$ cat src/rtl/phy_led_pkg.sv
package phy_led_pkg;

   typedef struct packed {
      logic       link;
      logic [1:0] spd;
      logic       pdn;
      logic       eee;
      logic       aneg;
      logic       abist;
      logic       cdiag;
   } phy_stat_t;

   localparam int unsigned PH_W      = 4;
   localparam logic [7:0] RATE_RST   = 8'hC5;
   localparam logic [7:0] CPLX_RST   = 8'h67;
   localparam logic [7:0] RATE_MASK  = 8'hF7;
   localparam logic [7:0] CPLX_MASK  = 8'h77;
   localparam logic [7:0] HI_MASK    = 8'hFF;
   localparam logic [7:0] LO_MASK    = 8'hF7;

   function automatic logic [7:0] hi_rst(input int idx);
      case (idx)
         0:       return 8'h70;
         1:       return 8'h20;
         default: return 8'h40;
      endcase
   endfunction

   function automatic logic [7:0] lo_rst(input int idx);
      case (idx)
         0:       return 8'h03;
         3:       return 8'h20;
         default: return 8'h00;
      endcase
   endfunction

   // selectors below 8 are a speed bit set gated by link; 8..12 are flags
   function automatic logic cond_hit(input logic [3:0] sel, input phy_stat_t st);
      logic [2:0] spd_oh;
      logic       r;
      case (st.spd)
         2'd0:    spd_oh = 3'b001;
         2'd1:    spd_oh = 3'b010;
         2'd2:    spd_oh = 3'b100;
         default: spd_oh = 3'b000;
      endcase
      r = 1'b0;
      if (!sel[3]) begin
         r = st.link && (|(sel[2:0] & spd_oh));
      end else begin
         case (sel[2:0])
            3'd0:    r = st.pdn;
            3'd1:    r = st.eee;
            3'd2:    r = st.aneg;
            3'd3:    r = st.abist;
            3'd4:    r = st.cdiag;
            default: r = 1'b0;
         endcase
      end
      return r;
   endfunction

endpackage

$ cat src/rtl/led_blink_tbase.sv
module led_blink_tbase
   import phy_led_pkg::*;
#(
   parameter int HALF_TICKS = 2
) (
   input  logic            clk,
   input  logic            rst_n,
   input  logic            tick_i,
   output logic [PH_W-1:0] ph_o
);

   generate
      if (HALF_TICKS < 1) begin : g_bad
         $error("HALF_TICKS must be at least 1");
      end

      if (HALF_TICKS == 1) begin : g_direct
         always_ff @(posedge clk or negedge rst_n) begin
            if (!rst_n)      ph_o <= '0;
            else if (tick_i) ph_o <= ph_o + 1'b1;
         end
      end else begin : g_div
         localparam int CW = $clog2(HALF_TICKS);
         logic [CW-1:0] cnt;
         always_ff @(posedge clk or negedge rst_n) begin
            if (!rst_n) begin
               cnt  <= '0;
               ph_o <= '0;
            end else if (tick_i) begin
               if (cnt == CW'(HALF_TICKS - 1)) begin
                  cnt  <= '0;
                  ph_o <= ph_o + 1'b1;
               end else begin
                  cnt <= cnt + 1'b1;
               end
            end
         end
      end
   endgenerate

endmodule

$ cat src/rtl/led_cfg_regs.sv
module led_cfg_regs
   import phy_led_pkg::*;
#(
   parameter int NUM_LED = 4,
   parameter int AW      = 4
) (
   input  logic                       clk,
   input  logic                       rst_n,
   input  logic                       wr_en_i,
   input  logic [AW-1:0]              wr_addr_i,
   input  logic [7:0]                 wr_data_i,
   input  logic [AW-1:0]              rd_addr_i,
   output logic [15:0]                rd_data_o,
   output logic [1:0]                 fast_code_o,
   output logic [1:0]                 slow_code_o,
   output logic [NUM_LED-1:0][3:0]    con_sel_o,
   output logic [NUM_LED-1:0][3:0]    fst_sel_o,
   output logic [NUM_LED-1:0][3:0]    slw_sel_o,
   output logic [NUM_LED-1:0][2:0]    pmask_o
);

   logic [7:0] rate_q;
   logic [7:0] cplx_q;
   logic [7:0] hi_q [NUM_LED];
   logic [7:0] lo_q [NUM_LED];

   always_ff @(posedge clk or negedge rst_n) begin
      if (!rst_n) begin
         rate_q <= RATE_RST;
         cplx_q <= CPLX_RST;
         for (int k = 0; k < NUM_LED; k++) begin
            hi_q[k] <= hi_rst(k);
            lo_q[k] <= lo_rst(k);
         end
      end else if (wr_en_i) begin
         if (wr_addr_i == AW'(0)) rate_q <= wr_data_i & RATE_MASK;
         if (wr_addr_i == AW'(1)) cplx_q <= wr_data_i & CPLX_MASK;
         for (int k = 0; k < NUM_LED; k++) begin
            if (wr_addr_i == AW'(2 + 2*k)) hi_q[k] <= wr_data_i & HI_MASK;
            if (wr_addr_i == AW'(3 + 2*k)) lo_q[k] <= wr_data_i & LO_MASK;
         end
      end
   end

   always_comb begin
      rd_data_o = '0;
      if (rd_addr_i == AW'(0)) rd_data_o[7:0] = rate_q;
      if (rd_addr_i == AW'(1)) rd_data_o[7:0] = cplx_q;
      for (int k = 0; k < NUM_LED; k++) begin
         if (rd_addr_i == AW'(2 + 2*k)) rd_data_o[7:0] = hi_q[k];
         if (rd_addr_i == AW'(3 + 2*k)) rd_data_o[7:0] = lo_q[k];
      end
   end

   assign fast_code_o = rate_q[7:6];
   assign slow_code_o = rate_q[5:4];

   generate
      for (genvar k = 0; k < NUM_LED; k++) begin : g_fld
         assign con_sel_o[k] = hi_q[k][7:4];
         assign fst_sel_o[k] = hi_q[k][3:0];
         assign slw_sel_o[k] = lo_q[k][7:4];
         assign pmask_o[k]   = lo_q[k][2:0];
      end
   endgenerate

endmodule

$ cat src/rtl/led_chan.sv
module led_chan
   import phy_led_pkg::*;
#(
   parameter int PULSE_TICKS = 16
) (
   input  logic       clk,
   input  logic       rst_n,
   input  logic       tick_i,
   input  phy_stat_t  st_i,
   input  logic [2:0] ev_i,
   input  logic [3:0] con_sel_i,
   input  logic [3:0] fst_sel_i,
   input  logic [3:0] slw_sel_i,
   input  logic [2:0] pmask_i,
   input  logic       fast_w_i,
   input  logic       slow_w_i,
   output logic       led_o,
   output logic       pulse_act_o
);

   localparam int PCW = $clog2(PULSE_TICKS + 1);

   logic [PCW-1:0] pcnt;
   logic           hit;
   logic           base;

   assign hit = |(pmask_i & ev_i);

   always_ff @(posedge clk or negedge rst_n) begin
      if (!rst_n)                      pcnt <= '0;
      else if (hit)                    pcnt <= PCW'(PULSE_TICKS);
      else if (tick_i && pcnt != '0)   pcnt <= pcnt - 1'b1;
   end

   assign pulse_act_o = (pcnt != '0);

   always_comb begin
      if (cond_hit(con_sel_i, st_i))      base = 1'b1;
      else if (cond_hit(fst_sel_i, st_i)) base = fast_w_i;
      else if (cond_hit(slw_sel_i, st_i)) base = slow_w_i;
      else                                base = 1'b0;
   end

   always_ff @(posedge clk or negedge rst_n) begin
      if (!rst_n) led_o <= 1'b0;
      else        led_o <= base ^ pulse_act_o;
   end

endmodule

$ cat src/rtl/phy_led_ctrl.sv
module phy_led_ctrl
   import phy_led_pkg::*;
#(
   parameter  int NUM_LED     = 4,
   parameter  int HALF_TICKS  = 2,
   parameter  int PULSE_TICKS = 16,
   localparam int NREG        = 2 + 2*NUM_LED,
   localparam int AW          = $clog2(NREG)
) (
   input  logic               clk,
   input  logic               rst_n,
   input  logic               wr_en_i,
   input  logic [AW-1:0]      wr_addr_i,
   input  logic [7:0]         wr_data_i,
   input  logic [AW-1:0]      rd_addr_i,
   output logic [15:0]        rd_data_o,
   input  logic               link_up_i,
   input  logic [1:0]         link_spd_i,
   input  logic               pwr_down_i,
   input  logic               eee_i,
   input  logic               aneg_i,
   input  logic               abist_i,
   input  logic               cdiag_i,
   input  logic               tx_act_i,
   input  logic               rx_act_i,
   input  logic               col_i,
   input  logic               tick_i,
   output logic [NUM_LED-1:0] led_o
);

   generate
      if (NUM_LED < 1 || NUM_LED > 4) begin : g_bad_n
         $error("NUM_LED must be 1 to 4");
      end
      if (PULSE_TICKS < 1) begin : g_bad_p
         $error("PULSE_TICKS must be at least 1");
      end
   endgenerate

   phy_stat_t              st;
   logic [2:0]             ev;
   logic [1:0]             fast_code, slow_code;
   logic [NUM_LED-1:0][3:0] con_sel, fst_sel, slw_sel;
   logic [NUM_LED-1:0][2:0] pmask;
   logic [PH_W-1:0]        ph;
   logic                   fast_w, slow_w;
   logic [NUM_LED-1:0]     pulse_act;

   assign st = '{link: link_up_i, spd: link_spd_i, pdn: pwr_down_i, eee: eee_i,
                 aneg: aneg_i, abist: abist_i, cdiag: cdiag_i};
   assign ev = {col_i, rx_act_i, tx_act_i};

   led_cfg_regs #(.NUM_LED(NUM_LED), .AW(AW)) u_regs (
      .clk         (clk),
      .rst_n       (rst_n),
      .wr_en_i     (wr_en_i),
      .wr_addr_i   (wr_addr_i),
      .wr_data_i   (wr_data_i),
      .rd_addr_i   (rd_addr_i),
      .rd_data_o   (rd_data_o),
      .fast_code_o (fast_code),
      .slow_code_o (slow_code),
      .con_sel_o   (con_sel),
      .fst_sel_o   (fst_sel),
      .slw_sel_o   (slw_sel),
      .pmask_o     (pmask)
   );

   led_blink_tbase #(.HALF_TICKS(HALF_TICKS)) u_tbase (
      .clk    (clk),
      .rst_n  (rst_n),
      .tick_i (tick_i),
      .ph_o   (ph)
   );

   // code 3 taps the fastest phase bit, code 0 the slowest
   assign fast_w = ph[2'd3 - fast_code];
   assign slow_w = ph[2'd3 - slow_code];

   generate
      for (genvar k = 0; k < NUM_LED; k++) begin : g_led
         led_chan #(.PULSE_TICKS(PULSE_TICKS)) u_chan (
            .clk         (clk),
            .rst_n       (rst_n),
            .tick_i      (tick_i),
            .st_i        (st),
            .ev_i        (ev),
            .con_sel_i   (con_sel[k]),
            .fst_sel_i   (fst_sel[k]),
            .slw_sel_i   (slw_sel[k]),
            .pmask_i     (pmask[k]),
            .fast_w_i    (fast_w),
            .slow_w_i    (slow_w),
            .led_o       (led_o[k]),
            .pulse_act_o (pulse_act[k])
         );
      end
   endgenerate

endmodule

$ cat config.mk
export PLATFORM = sky130hd
export DESIGN_NAME = phy_led_ctrl
export DESIGN_NICKNAME = d
export VERILOG_FILES = /design/src/rtl/phy_led_pkg.sv /design/src/rtl/led_blink_tbase.sv /design/src/rtl/led_cfg_regs.sv /design/src/rtl/led_chan.sv /design/src/rtl/phy_led_ctrl.sv
export SDC_FILE = /design/constraint.sdc
export NUM_CORES = 1
export LEC_CHECK = 0
export CAP_MARGIN = 0
export CORE_UTILIZATION = 45
export CTS_BUF_LIST = sky130_fd_sc_hd__clkbuf_16
export DETAILED_ROUTE_END_ITERATION = 12
export GPL_ROUTABILITY_DRIVEN = 0
export HOLD_SLACK_MARGIN = 0.15
export MAX_ROUTING_LAYER = met4
export PLACE_DENSITY_LB_ADDON = 0.12
export REMOVE_ABC_BUFFERS = 1
export SETUP_SLACK_MARGIN = 0.1
export SYNTH_ARGS = -nofsm -noshare
export SYNTH_HDL_FRONTEND = slang
export SYNTH_SLANG_ARGS = --single-unit
$ cat constraint.sdc
create_clock -name clk -period 5.65 [get_ports clk]
set_clock_uncertainty 0.1 [all_clocks]
set_input_delay 1.13 -clock clk [delete_from_list [all_inputs] [get_ports clk]]
set_output_delay 1.13 -clock clk [all_outputs]
set_load 0.1 [all_outputs]
# Yosys cells after proc, flatten, opt, wreduce, memory -nomap -nowiden
# Index checks and enable logic that the tools add are counted.
# op_classes
n_eq_ne,68
bitwise,20
muxes,84
magnitude_cmp,2
n_addsub,8
reduce_logical,66
# ops
cell,n
$mux W8,10
$eq A3 B2 Y1 const B,24
$pmux W1 S5,12
$and A3 B3 Y3,16
$reduce_or A3 Y1,16
$mux W5,8
$mux W1,39
$eq A3 B1 Y1 const B,12
$eq A3 B3 Y1 const B,12
$logic_not A3 Y1,12
$mux W3,12
$eq A4 B3 Y1 const B,8
$reduce_and A2 Y1,11
$reduce_bool A5 Y1,4
$sub A5 B1 Y5 const B,4
$eq A4 B2 Y1 const B,4
$eq A4 B4 Y1 const B,4
$logic_and A1 B1 Y1,16
$pmux W3 S3,1
$eq A4 B1 Y1 const B,2
$logic_not A4 Y1,2
$reduce_bool A2 Y1,4
$lt A2 B3 Y1 const B,2
$add A4 B1 Y4 const B,1
other kinds (7),12
# word_totals
wordCells,268
reg_bits,102
inputBits,31

# Logic depth before layout (Yosys ltp)
# Gate-level depths: netlist of run 1.
# logic_depth
word_depth,24
ltp_mapped,8
mapped_depth_nobuf,8

# Modules after synthesis
# Synthesis of run 1 repeated with hierarchy kept, for this count alone.
# hier_totals
cells_unflattened,566
area_unflattened_um2,6358.6
# by_module_without_submodules
mod,instances,cells_each,area_each_um2
led_cfg_regs,1,281,3711.1
led_chan,4,67,598.1
led_blink_tbase,1,15,210.2
phy_led_ctrl,1,2,45.0

# Least setup slack after synthesis of run 1
# No wires, ideal clock.
# synth_timing
kind,input port to output port
start,input rd_addr_i[0]
end,output rd_data_o[7]
n_path_buf,2
arrival_time_ns,4.326
stages,7
setup_slack_ns,0.094
cell_sequence,clkbuf_1 -> nor2b_1 -> buf_2 -> inv_2 -> o22ai_1 -> a211o_1 -> a221oi_1
# synth_via
elab_chain_len,11
# synth_lines
item,line_no,source
start: declaration,phy_led_ctrl.sv:15,"input logic [AW-1:0] rd_addr_i,"
$logic_not A4 Y1,led_cfg_regs.sv:47,if (rd_addr_i == AW'(0)) rd_data_o[7:0] = rate_q;
$mux W8,led_cfg_regs.sv:47,
$mux W8,led_cfg_regs.sv:48,if (rd_addr_i == AW'(1)) rd_data_o[7:0] = cplx_q;
$mux W8,led_cfg_regs.sv:50,if (rd_addr_i == AW'(2 + 2*k)) rd_data_o[7:0] = hi_q[k];
$mux W8,led_cfg_regs.sv:51,if (rd_addr_i == AW'(3 + 2*k)) rd_data_o[7:0] = lo_q[k];
$mux W8,led_cfg_regs.sv:50,
$mux W8,led_cfg_regs.sv:51,
$mux W8,led_cfg_regs.sv:50,
$mux W8,led_cfg_regs.sv:51,
$mux W8,led_cfg_regs.sv:50,
$mux W8 (*),led_cfg_regs.sv:51,
end: declaration,phy_led_ctrl.sv:16,"output logic [15:0] rd_data_o,"
# Every way passes the cells marked *; elsewhere a longest branch is shown, timed or not.

# Worst setup path after layout of run 1
# layout_timing
start,input rd_addr_i[1]
end,output rd_data_o[7]
# Same word-level chain as after synthesis.

==> results of run 1 <==
[area by class of cell]
type,instances,area share [%]
Multi-Input combinational cell,446,48.06
Inverter,20,1.065
Clock buffer,9,3.195
Tap cell,176,3.124
Timing Repair Buffer,47,7.421
Sequential cell,102,36.53
Clock inverter,7,0.6036
[routing by layer]
layer | global-route usage, % | vias to the layer above | part of all wire (%)
met5 | - | - | 0
met4 | 9.844 | 0 | 2.2
met3 | 4.610 | 26 | 5.3
met2 | 40.79 | 156 | 48
met1 | 34.96 | 2395 | 45
li1 | - | 2205 | -
[registers in the layout, indices dropped and copies added (netlist names)]
| name | count |
|---|---|
| u_regs.fst_sel_o | 16 |
| u_regs.slw_sel_o | 16 |
| u_tbase.ph_o | 4 |
| u_regs.con_sel_o | 16 |
| u_regs.pmask_o | 12 |
| u_tbase.g_div.cnt | 1 |
| u_regs.rate_q | 7 |
| g_led.u_chan.led_o | 4 |
| u_regs.cplx_q | 6 |
| g_led.u_chan.pcnt | 20 |
[cells in the mapped netlist (all sizes together), types with 6 or more instances]
master,count,area [um2]
o21ai,23,126.4
inv,20,75.07
a22oi,6,45.04
xnor2,8,70.07
nand2b,12,75.07
nor3,6,30.03
a21oi,38,190.2
o31a,7,61.31
dfrtp,84,2102
xor2,16,140.1
nor2b,11,68.82
dfstp,18,473.0
buf,33,197.7
nand3,6,30.03
nor2,49,183.9
nand2,39,146.4
clkbuf,11,41.29
ha,9,112.6
o2bb2ai,6,52.55
mux2i,34,340.3
mux2,88,991.0
nand3b,11,82.58
o22ai,12,75.07
[cells by family (layout without fill, tap and decap cells)]
kind of cell	after synthesis	after routing	share of synthesized area [%]
and+or+nand+nor	156	156	12.49
muxes	125	125	22.48
AOI/OAI and AO/OA	124	124	13.57
DFF	102	102	41.20
buffers and inverters	64	83	5.025
xor gates and xnor gates	24	24	3.363
adders and majority gates	9	9	1.802
other	1	8	0.06000
[worst paths after layout]
path / depth (start not counted) / end / from / slack [ns]
max in group asynchronous: 2 / u_regs.fst_sel_o[8] / rst_n / 3.61
hold reg to reg: 1 / u_tbase.ph_o[2] / u_tbase.ph_o[2] / 0.40
hold / removal: 1 / u_tbase.ph_o[2] / u_tbase.ph_o[2] / 0.40
min in group asynchronous: 1 / u_regs.con_sel_o[15] / rst_n / 0.66
setup / recovery: 8 / rd_data_o[7] / rd_addr_i[1] / 0.79
setup reg to reg: 6 / g_led[2].u_chan.led_o / u_regs.slw_sel_o[8] / 3.45
[worst max-delay path: cells and delay by family]
family          cells  cell delay [ns]
compound gates      3             0.91
buf+inv             3             1.34
mux                 1             0.12
simple gates        1             0.11
[power by group through the flow]
stage	clock [mW]	sequential [mW]	combinational (mW)
after floorplan	0	1.23	0.703
after global routing	0.623	1.24	1.18
final	0.578	1.20	1.08
after detailed placement	0	1.21	1.08
after global placement	0	1.20	1.04
after CTS	0.592	1.20	1.08
==> results_dict.tcl, run 1 <==
set metrics [dict create \
    drive_gt1_share_pct 22.98 \
    drc 0 \
    setup.worst_path.start_class "input pin" \
    io_pins 51 \
    final-hold-violation-count 0 \
    rsz0062_at_grt "false" \
    period_needed_ns 4.859 \
    required_ns 4.42 \
    pwr-share-clk_pct 20.2 \
    async_reset_ff_share_pct 100.0 \
    layout_commonest_cell "mux2_2" \
    relSlewSlack_pct 35.29 \
    internal_power_mw 1.738 \
    setup_tns_ns 0 \
    root_buffer "clkbuf_16" \
    crit_fanout 17 \
    numPlacedInstances 791 \
    antenna_left 0 \
    cts_buffer_depth 2 \
    crit_arrival_ns 3.63 \
    fp.dieH_um 119.9 \
    post-place-ws_ns 0.8322 \
    num_vias 4782 \
    final_util_pct 52.60 \
    rows 42 \
    area_delta_synth_final_pct 12.77 \
    syn-cell-area_mm2 0.006250 \
    cp-end-kind "output port" \
    synthCells 605 \
    power_mw 2.856 \
    power.leakage_nw 2.915 \
    clock_sinks 102 \
    start_util_pct 46.64 \
    place_area_mm2 0.006780 \
    cts_buffers 9 \
    final_cells 807 \
    power.sequential.fraction_pct 42.0 \
    power_frac_comb_pct 37.7 \
    clkTransAtPathRegs_ns 0.07 \
    seq_area_frac_synth_pct 41.20 \
    die_area_mm2 0.01436 \
    grt_use_total_pct 26.47 \
    grt_max_degree 60 \
    path_class "in2out" \
    ctsHoldBuffers 0 \
    mostFrequentLayoutCells "88 x mux2_2, 84 x dfrtp_1, 49 x nor2_1, 39 x nand2_1, 38 x a21oi_1" \
    h-tree-depth 3 \
    path_cells "clkdlybuf4s50_1 -> buf_4 -> mux2i_1 -> nor2_1 -> a311oi_1 -> a211o_1 -> a221oi_1 -> buf_12" \
    period_share_pct 86.00 \
    finalWirelength_mm 17.10 \
    worst_slew_pin_slew_ns 0.9676 \
    firstDrtPassIters 5 \
    hold_class "reg2reg" \
    crit_slowest_cell "clkdlybuf4s50_1" \
    grt_pass1_vias 4786 \
    die_w_um 119.9 \
    fin_nets 666 \
    dp_hpwl_mm 12.25 \
    synth_cell_type_count 57 \
    multi_input_area_mm2 0.003387 \
    power_density_mw_per_mm2 405.2 \
    ys_seq_elements 102 \
    post_cts_buffers 0 \
    cap_violations 0 \
    viasPerCell 5.926 \
    synth_edf_count 0 \
    avgSynthCellArea_um2 10.33 \
    final_area_mm2 0.007048 \
    vdd_drop_max_uv 200.9 \
    status "completed" \
    avgRoutedWirePerCell_um 21.19 \
    slowest_delay_ns 0.76 \
    clk_latency_ns 0.36 \
    drt_iter0_markers 324 \
    grt_pass1_wl_mm 27.52 \
    grt_overflow_total 0 \
    cts_resized 0 \
    ys_warn_count 0 \
    cts_tree "built" \
    whs_ns 0.3963 \
    fmax_mhz 205.8 \
    p_sw_mw 1.118 \
    setup_violations 0 \
    switching_share_pct 39.14 \
    antenna_found_initial 0 \
    synth_flop_cell "dfrtp_1" \
    regArea_mm2 0.002575 \
    antenna_cells 0 \
    io_buffers 42 \
    drv_slew 0 \
    fp.coreArea_mm2 0.01340 \
    finalWorstSetupSlack_ns 0.7912 \
    fill_cells 1237 \
]
Power figures use the tool's default switching activity.
==> run 2: changes to the inputs <==
--- a/config.mk
+++ b/config.mk
@@ -6,7 +6,7 @@
 export NUM_CORES = 1
 export LEC_CHECK = 0
 export CAP_MARGIN = 0
-export CORE_UTILIZATION = 45
+export CORE_UTILIZATION = 57
 export CTS_BUF_LIST = sky130_fd_sc_hd__clkbuf_16
 export DETAILED_ROUTE_END_ITERATION = 12
 export GPL_ROUTABILITY_DRIVEN = 0
@@ -15,6 +15,7 @@
 export PLACE_DENSITY_LB_ADDON = 0.12
 export REMOVE_ABC_BUFFERS = 1
 export SETUP_SLACK_MARGIN = 0.1
+export SLEW_MARGIN = 5
 export SYNTH_ARGS = -nofsm -noshare
 export SYNTH_HDL_FRONTEND = slang
 export SYNTH_SLANG_ARGS = --single-unit
==> results_dict.tcl, run 2 (synthesis results as in run 1) <==
set metrics [dict create \
    viasPerCell 6.425 \
    ctsHoldBuffers 0 \
    setup_violations 0 \
    relSlewSlack_pct 35.37 \
    rows 37 \
    met1_usage_pct 43.93 \
    path_delay_family "simple AND/OR/NAND/NOR gates" \
    rsz0062_at_grt "false" \
    p_sw_mw 1.128 \
    num_vias 4915 \
    layout_commonest_cell "mux2_2" \
    hp-start "u_tbase.ph_o[2]" \
    largest_reg_flops 20 \
    fp.dieH_um 106.7 \
    area_delta_synth_final_pct 11.71 \
    cts_resized 0 \
    fin_nets 664 \
    power_density_mw_per_mm2 410.6 \
    period_share_pct 84.61 \
    status "completed" \
    start_util_pct 59.73 \
    clock_sinks 102 \
    hold_class "reg2reg" \
    dp_hpwl_mm 11.78 \
    final-hold-violation-count 0 \
    path_common_cell "nor2_1" \
    drive_gt1_share_pct 22.73 \
    post_cts_buffers 0 \
    clkTransAtPathRegs_ns 0.07 \
    drv_slew 0 \
    firstDrtPassIters 5 \
    power_frac_comb_pct 37.9 \
    clk_latency_ns 0.36 \
    crit_fanout 12 \
    grt_use_total_pct 33.02 \
    fp.coreArea_mm2 0.01046 \
    worst_slew_pin_slew_ns 0.9664 \
    antenna_left 0 \
    drc 0 \
    io_pins 51 \
    grt_max_degree 53 \
    final_area_mm2 0.006982 \
    root_buffer "clkbuf_16" \
    cts_buffers 9 \
    reg2reg_from "u_regs.slw_sel_o[8]" \
    setup_tns_ns 0 \
    cp-end-kind "output port" \
    grt_pass1_vias 4931 \
    grt_overflow_total 0 \
    path_cells "clkdlybuf4s50_1 -> nor2_1 -> nand2_1 -> nor2_1 -> a221o_1 -> a21oi_1 -> o21ai_0 -> buf_12" \
    path_class "in2out" \
    place_area_mm2 0.006715 \
    cts_buffer_depth 2 \
    mostFrequentLayoutCells "88 x mux2_2, 84 x dfrtp_1, 49 x nor2_1, 39 x nand2_1, 38 x a21oi_1" \
    required_ns 4.42 \
    critPathBufInv 2 \
    vdd_drop_max_uv 254.2 \
    drt_iter0_markers 375 \
    setup.worst_path.start_class "input pin" \
    met2_usage_pct 49.31 \
    pwr-share-clk_pct 20.2 \
    fmax_mhz 209.2 \
    use_met3_pct 5.532 \
    slowest_delay_ns 0.66 \
    h-tree-depth 3 \
    crit_start "rd_addr_i[2]" \
    fill_cells 825 \
    crit_arrival_ns 3.55 \
    io_buffers 42 \
    finalWirelength_mm 16.63 \
    cts_tree "built" \
    period_needed_ns 4.780 \
    power.leakage_nw 2.906 \
    crit_slowest_cell "clkdlybuf4s50_1" \
    internal_power_mw 1.739 \
    switching_share_pct 39.35 \
    regMostFlops "g_led.u_chan.pcnt" \
    cap_violations 0 \
    grt-busiest-layer "met2" \
    whs_ns 0.3873 \
    power.sequential.fraction_pct 41.9 \
    antenna_cells 0 \
    die_area_mm2 0.01139 \
    grt_pass1_wl_mm 27.32 \
    die_w_um 106.7 \
    antenna_found_initial 0 \
    avgRoutedWirePerCell_um 21.74 \
]
[run 2: changes by cell type in the layout (fill, tap and decap cells not counted), sizes merged]
cell,previous run,this run
clkinv,6,2
inv,21,24
buf,14,12
clkinvlp,0,1
[run 2: layout make-up]
class                   instances  area [um2]  share of cell area, %
clock buffers                   9       225.2                  3.226
clock inverters                 7       41.29                 0.5914
inverters                      20       75.07                  1.075
multi-input cells             446        3387                  48.51
flip-flops and latches        102        2575                  36.88
well taps                     136       170.2                  2.437
repair buffers                 45       508.0                  7.276
[run 2: routing by layer]
layer | wire, um | vias up | part of all wire (%)
met5 | 0 | - | 0
met4 | 695 | 0 | 4.2
met3 | 1238 | 55 | 7.4
met2 | 7457 | 229 | 45
met1 | 7239 | 2429 | 44
li1 | - | 2202 | -
[run 2: path summary, 6_finish.rpt]
path / end / slack [ns] / depth (start not counted)
max: rd_data_o[6] / 0.87 / 8
min: u_tbase.ph_o[2] / 0.39 / 1
max reg2reg: g_led[2].u_chan.led_o / 3.52 / 6
min reg2reg: u_tbase.ph_o[2] / 0.39 / 1
max in group asynchronous: u_regs.slw_sel_o[7] / 3.62 / 2
min in group asynchronous: u_regs.con_sel_o[12] / 0.71 / 1
[run 2: power groups by stage]
stage / Combinational [mW] / Clock (mW) / Sequential (mW)
after detailed placement: 1.08 / 0 / 1.21
final: 1.09 / 0.580 / 1.20
after global placement: 1.03 / 0 / 1.20
after floorplan: 0.703 / 0 / 1.23
after global routing: 1.19 / 0.613 / 1.23
after CTS: 1.08 / 0.585 / 1.19
[run 2: worst register-to-register path, cell delays in order, from the launching register on]
cell and delay, ns:
dfrtp_1 0.45, mux2_2 0.36, o31a_1 0.24, o21ai_2 0.05, a21oi_1 0.10, a2111oi_2 0.56
xor2_1 0.12
[run 2: per-stage QoR]
stage | cells | setup slack (ns) | total power, mW | utilization (%)
finish | 765 | 0.8697 | 2.867 | 66.73
global route | 765 | 0.6971 | 3.034 | 66.73
CTS | 765 | 0.9471 | 2.864 | 66.73
detailed placement | 749 | 0.9487 | 2.281 | 64.18
global placement | 749 | 1.086 | 2.233 | 64.18
floorplan | 568 | 0.2955 | 1.937 | -
